===== src/rtl/dcd_pkg.sv =====
package dcd_pkg;

  localparam int ARG_W = 6;

  localparam logic [7:0] OP_DISP_OFF = 8'hAE;
  localparam logic [7:0] OP_DISP_ON  = 8'hAF;
  localparam logic [7:0] OP_AP_OFF   = 8'hA4;
  localparam logic [7:0] OP_AP_ON    = 8'hA5;

  // Strobes from the decoder to the register file, one bit per update kind.
  typedef struct packed {
    logic             dispOn;
    logic             dispOff;
    logic             apOn;
    logic             apOff;
    logic             line;
    logic             page;
    logic             colHi;
    logic             colLo;
    logic             colInc;
    logic [ARG_W-1:0] arg;
  } dcdStrobe_t;

endpackage


===== src/rtl/dcd_ctrl.sv =====
module dcd_ctrl
  import dcd_pkg::*;
#(
  parameter int PAGE_MAX = 8
) (
  input  logic       clk,
  input  logic       rstN,
  input  logic       cmdValid,
  input  logic [7:0] cmdByte,
  input  logic       dataWrite,
  output dcdStrobe_t strb
);

  logic isLine, isPage, isColHi, isColLo;

  always_comb begin
    isLine  = (cmdByte[7:6] == 2'b01);
    isPage  = (cmdByte[7:4] == 4'hB) && (int'(cmdByte[3:0]) <= PAGE_MAX);
    isColHi = (cmdByte[7:4] == 4'h1);
    isColLo = (cmdByte[7:4] == 4'h0);
  end

  always_comb begin
    strb     = '0;
    strb.arg = cmdByte[ARG_W-1:0];
    if (cmdValid) begin
      if (cmdByte == OP_DISP_ON)       strb.dispOn  = 1'b1;
      else if (cmdByte == OP_DISP_OFF) strb.dispOff = 1'b1;
      else if (cmdByte == OP_AP_ON)    strb.apOn    = 1'b1;
      else if (cmdByte == OP_AP_OFF)   strb.apOff   = 1'b1;
      else if (isLine)                 strb.line    = 1'b1;
      else if (isPage)                 strb.page    = 1'b1;
      else if (isColHi)                strb.colHi   = 1'b1;
      else if (isColLo)                strb.colLo   = 1'b1;
    end
    // A column load in the same cycle takes priority over the step.
    strb.colInc = dataWrite && !strb.colHi && !strb.colLo;
  end

  AST_ONE_CMD: assert property (@(posedge clk) disable iff (!rstN)
    $onehot0({strb.dispOn, strb.dispOff, strb.apOn, strb.apOff,
              strb.line, strb.page, strb.colHi, strb.colLo}));

  AST_NO_CMD_IDLE: assert property (@(posedge clk) disable iff (!rstN)
    !cmdValid |-> !(strb.dispOn || strb.dispOff || strb.apOn || strb.apOff ||
                    strb.line || strb.page || strb.colHi || strb.colLo));

endmodule


===== src/rtl/dcd_regs.sv =====
module dcd_regs
  import dcd_pkg::*;
#(
  parameter int LINE_W   = 6,
  parameter int PAGE_W   = 4,
  parameter int PAGE_MAX = 8,
  parameter int COL_W    = 8,
  parameter int COL_MAX  = 131
) (
  input  logic              clk,
  input  logic              rstN,
  input  dcdStrobe_t        strb,
  output logic              dispOn,
  output logic [LINE_W-1:0] startLine,
  output logic [PAGE_W-1:0] pageAddr,
  output logic [COL_W-1:0]  colAddr,
  output logic              allPointsOn,
  output logic              powerSave
);

  localparam int NIB = 4;
  localparam logic [COL_W-1:0] COL_LAST = COL_W'(COL_MAX);

  logic [COL_W-1:0] colStep;

  generate
    if (COL_MAX == (1 << COL_W) - 1) begin : g_natWrap
      always_comb colStep = colAddr + 1'b1;
    end else begin : g_cmpWrap
      always_comb colStep = (colAddr >= COL_LAST) ? '0 : colAddr + 1'b1;
    end
  endgenerate

  always_ff @(posedge clk) begin
    if (!rstN) begin
      dispOn      <= 1'b0;
      startLine   <= '0;
      pageAddr    <= '0;
      colAddr     <= '0;
      allPointsOn <= 1'b0;
      powerSave   <= 1'b0;
    end else begin
      if (strb.dispOn) begin
        dispOn    <= 1'b1;
        powerSave <= 1'b0;
      end
      if (strb.dispOff) begin
        dispOn <= 1'b0;
        if (allPointsOn) powerSave <= 1'b1;
      end
      if (strb.apOn) allPointsOn <= 1'b1;
      if (strb.apOff) begin
        allPointsOn <= 1'b0;
        powerSave   <= 1'b0;
      end
      if (strb.line) startLine <= strb.arg[LINE_W-1:0];
      if (strb.page) pageAddr  <= strb.arg[PAGE_W-1:0];
      if (strb.colHi)       colAddr[2*NIB-1:NIB] <= strb.arg[NIB-1:0];
      else if (strb.colLo)  colAddr[NIB-1:0]     <= strb.arg[NIB-1:0];
      else if (strb.colInc) colAddr              <= colStep;
    end
  end

  AST_PS_NEEDS_AP: assert property (@(posedge clk) disable iff (!rstN)
    powerSave |-> (allPointsOn && !dispOn));

  AST_PAGE_RANGE: assert property (@(posedge clk) disable iff (!rstN)
    int'(pageAddr) <= PAGE_MAX);

  AST_PAGE_QUIET: assert property (@(posedge clk) disable iff (!rstN)
    (strb.page && !strb.colInc) |=> ($stable(dispOn) && $stable(startLine) &&
      $stable(colAddr) && $stable(allPointsOn) && $stable(powerSave)));

  AST_COL_STEP: assert property (@(posedge clk) disable iff (!rstN)
    strb.colInc |=> (colAddr == (($past(colAddr) >= COL_LAST) ? '0
                                 : $past(colAddr) + 1'b1)));

  AST_ON_WAKES: assert property (@(posedge clk) disable iff (!rstN)
    strb.dispOn |=> (dispOn && !powerSave));

endmodule


===== src/rtl/disp_cmd_decoder.sv =====
module disp_cmd_decoder
  import dcd_pkg::*;
#(
  parameter int LINE_W   = 6,
  parameter int PAGE_W   = 4,
  parameter int PAGE_MAX = 8,
  parameter int COL_W    = 8,
  parameter int COL_MAX  = 131
) (
  input  logic              clk,
  input  logic              rstN,
  input  logic              cmdValid,
  input  logic [7:0]        cmdByte,
  input  logic              dataWrite,
  output logic              dispOn,
  output logic [LINE_W-1:0] startLine,
  output logic [PAGE_W-1:0] pageAddr,
  output logic [COL_W-1:0]  colAddr,
  output logic              allPointsOn,
  output logic              powerSave
);

  dcdStrobe_t strb;

  dcd_ctrl #(.PAGE_MAX(PAGE_MAX)) u_ctrl (
    .clk       (clk),
    .rstN      (rstN),
    .cmdValid  (cmdValid),
    .cmdByte   (cmdByte),
    .dataWrite (dataWrite),
    .strb      (strb)
  );

  dcd_regs #(
    .LINE_W   (LINE_W),
    .PAGE_W   (PAGE_W),
    .PAGE_MAX (PAGE_MAX),
    .COL_W    (COL_W),
    .COL_MAX  (COL_MAX)
  ) u_regs (
    .clk         (clk),
    .rstN        (rstN),
    .strb        (strb),
    .dispOn      (dispOn),
    .startLine   (startLine),
    .pageAddr    (pageAddr),
    .colAddr     (colAddr),
    .allPointsOn (allPointsOn),
    .powerSave   (powerSave)
  );

endmodule


===== config.mk =====
export PLATFORM = sky130hd
export DESIGN_NAME = disp_cmd_decoder
export DESIGN_NICKNAME = d
export VERILOG_FILES = /design/src/rtl/dcd_pkg.sv /design/src/rtl/dcd_ctrl.sv /design/src/rtl/dcd_regs.sv /design/src/rtl/disp_cmd_decoder.sv
export SDC_FILE = /design/constraint.sdc
export NUM_CORES = 1
export LEC_CHECK = 0
export ABC_AREA = 1
export BUFFER_PORTS_ARGS = -buffer_cell sky130_fd_sc_hd__buf_2
export CAP_MARGIN = 20
export CORE_UTILIZATION = 25
export DETAILED_ROUTE_END_ITERATION = 16
export SYNTH_ARGS = -nofsm -noshare
export SYNTH_HDL_FRONTEND = slang
export SYNTH_HIERARCHICAL = 1
export SYNTH_SLANG_ARGS = --single-unit
export TNS_END_PERCENT = 50

===== constraint.sdc =====
create_clock -name clk -period 1.25 [get_ports clk]
set_input_delay 0.1875 -clock clk [delete_from_list [all_inputs] [get_ports clk]]
set_output_delay 0.1875 -clock clk [all_outputs]
set_load 0.03 [all_outputs]

==> reports/metrics.csv <==
metric,value,unit
drt via density,4.58,
Critical Path Start Type,flip-flop,
Rel. slew slack,83.4,%
clk sinks,21,
port bufs,32,
cell area after synthesis,0.00120,mm^2
initial DRC count,35,
Total GRT Usage,12.9,%
Crit Reg-Reg Startpoint,u_regs/colAddr[0]$_SDFFE_PN0P_,
PwrDens,908,mW/mm^2
final hold vios,0,
critical path type,reg2reg,
vias in the first global route,1166,
fraction of final layout cells sized beyond drive strength 1,36.4,%
synthesized area per cell,6.40,um^2
fin crit share,98.0,%
max-slew violations,0,
part of the Yosys area used for sequential elements,35.0,%
Ports,33,
P_leak,0.799,nW
"Distinct cells, synth",22,
Antenna Cells,0,
worst slew pin tran,0.249,ns
Worst Min Path Start,cmdByte[2],
non-filler instance count after layout,288,
Gate power share,21.4,%
status,"complete, but fails checks",
Routed Wire Length,3180,um
clock-pin transition on the worst setup and hold timing paths,0.08,ns
failing checks,DRC,
Synthesis Warnings,6,
max capacitance violation total,0,
fillers,470,
Die X,71.4,um
register share of total power,48.2,%
total power,1.50,mW
Cells after Synth,188,
cell-internal power,1.04,mW
largest net degree at the start of global routing,15,
number of iterations in the first detailed-routing pass,11,
Die H,71.4,um
CTS H-tree lvls,1,
crit end category,flip-flop,
CP Data Required Time,1.45,ns
hold endpoint,u_regs/startLine[2]$_SDFFE_PN0P_,
RSZ-0062 raised after global routing,yes,
syn_nets,201,
worst-path maximum fanout,4,
Worst Hold Depth,3,
Layout area overhead,37.3,%
CTS root buf,clkbuf_8,
Synth top area share,35.0,%
final net count,250,
total grt overflow,0,
Post-DRT Antenna Nets,0,
std cell rows,24,
Clock Tree Buf Depth,2,
"top cells by area, synth","dfxtp_1, nor2_1, nand2_1",
TritonCTS clock tree,yes,
largest area contributor in the netlist,dfxtp_1,
flip-flop and latch count after synthesis,21,
RR Endpoint,u_regs/colAddr[6]$_SDFFE_PN0P_,
Achievable Freq,0.816,GHz
first-pass GRT wire length,5200,um
initial antenna violation count,0,
detailed-placement wirelength estimate,2380,um
Switch Pwr,455,uW
routed via count,1319,
full die area,0.00509,mm^2
final worst path period need,1.23,ns
switching share of power,30.4,%
area of the multi-input gates,707,um^2
Final Skew,0.000532,ns
worst endpoint data arrival time,1.42,ns
VDD IR max,0.515,mV
# Post-CTS Setup Buffers,0,
drt drc,1,
hold crit path type,in2reg,
R2R depth,7,
Final setup viols,0,
later-pin clock latency in the skew report,0.26,ns
starting density of the core,26.9,%
register area,429,um^2
clock power share,30.4,%
FF-to-FF setup slack,0.02,ns
Routability Congestion,0.798,
wire per inst,11.0,um
dpl cells,284,
core area,0.00447,mm^2
CTS buffer count,3,
==> routing by layer <==
layer	vias up	GRT usage (%)	part of all wire, %
li1	689	-	-
met1	586	17.7	50
met2	40	20.5	45
met3	4	2.25	4.6
met4	0	4.00	0.72
met5	-	0	0
==> metrics by stage <==
| step | hold slack, ns | TNS, ns | utilization, % | cell area [um^2] | worst slack, ns |
|---|---|---|---|---|---|
| 2_1_floorplan | 0.316 | 0 | - | 1210 | 0.00973 |
| 3_3_place_gp | 0.451 | -0.524 | 34.2 | 1530 | -0.122 |
| 3_5_place_dp | 0.457 | -0.659 | 34.2 | 1530 | -0.143 |
| 4_1_cts | 0.227 | 0 | 35.3 | 1580 | 0.0191 |
| 5_1_grt | 0.242 | -0.0786 | 36.9 | 1650 | -0.0352 |
| 6_report | 0.219 | 0 | 36.9 | 1650 | 0.0250 |
==> area by class of cell <==
cell class              instances  share of cell area (%)
inverters                      21                    4.93
well taps                      52                    3.94
repair buffers                 52                    19.5
clock inverters                 1                   0.303
flip-flops and latches         21                    26.0
multi-input cells             138                    42.8
clock buffers                   3                    2.50
==> cells in the mapped netlist <==
library cell and n:
a21oi_1 14, a21oi_2 1, buf_4 7, clkbuf_1 1
dfxtp_1 21, ha_1 1, inv_1 17, inv_2 3
inv_4 1, nand2_1 33, nand2_2 7, nand3_1 10
nand3_2 1, nand3b_1 2, nand4_1 2, nor2_1 44
nor2_2 2, nor2_4 2, nor3_1 2, o21ai_0 15
o22ai_1 1, or2_1 1
==> flip-flops by register name, indices dropped and copies added (netlist names) <==
register / count
u_regs/colAddr: 8
u_regs/powerSave: 1
u_regs/dispOn: 1
u_regs/pageAddr: 4
u_regs/startLine: 6
u_regs/allPointsOn: 1
==> kinds of logic (layout without fill, tap and decap cells) <==
| kind of cell | count (synthesis) | count (layout) | synth area share, % |
|---|---|---|---|
| fa+ha+maj | 1 | 1 | 1.04 |
| buf+inv | 29 | 77 | 11.4 |
| simple gates | 106 | 106 | 39.2 |
| compound gates | 31 | 31 | 13.3 |
| flops | 21 | 21 | 35.0 |
==> layout by cell type (no fill, tap or decap), drive strengths merged <==
cell / n
dfxtp: 21
nand3b: 2
o21ai: 15
inv: 21
ha: 1
nand2: 40
nor3: 2
nand3: 11
o22ai: 1
clkinv: 1
nand4: 2
clkbuf: 3
nor2: 48
or2: 1
a21oi: 15
buf: 52
==> worst max-delay path, stage by stage, from the launching register on <==
cell and delay, ns:
dfxtp_4 0.37, ha_4 0.16, nand2_2 0.08, nor2_4 0.16
nand4_1 0.10, nand2_1 0.09, nand3_2 0.09, a21oi_2 0.12
==> worst max path at each step <==
stage                              startpoint                             end  cells after the start
6_report       u_regs/colAddr[0]$_SDFFE_PN0P_  u_regs/colAddr[6]$_SDFFE_PN0P_                      7
5_1_grt        u_regs/colAddr[0]$_SDFFE_PN0P_  u_regs/colAddr[7]$_SDFFE_PN0P_                      9
4_1_cts        u_regs/colAddr[0]$_SDFFE_PN0P_  u_regs/colAddr[4]$_SDFFE_PN0P_                      8
3_5_place_dp                       cmdByte[4]  u_regs/colAddr[0]$_SDFFE_PN0P_                     11
3_3_place_gp                       cmdByte[4]  u_regs/colAddr[0]$_SDFFE_PN0P_                     11
2_1_floorplan  u_regs/colAddr[3]$_SDFFE_PN0P_  u_regs/colAddr[6]$_SDFFE_PN0P_                      6
==> power groups by stage <==
stage,sequential [mW],clock (mW),combinational (mW)
floorplan,0.784,0,0.135
global placement,0.731,0,0.296
detailed placement,0.730,0,0.299
CTS,0.715,0.475,0.301
global route,0.727,0.509,0.355
finish,0.722,0.456,0.321
==> what timing repair did <==
item / CTS / global route
setup endpoints to repair: 4 / 8
hold buffers: 0 / 0
pin swaps: 0 / 5
gates cloned: 0 / 0
gates resized for setup: 1 / 16
No activity file was read; power rests on OpenSTA's default activity.
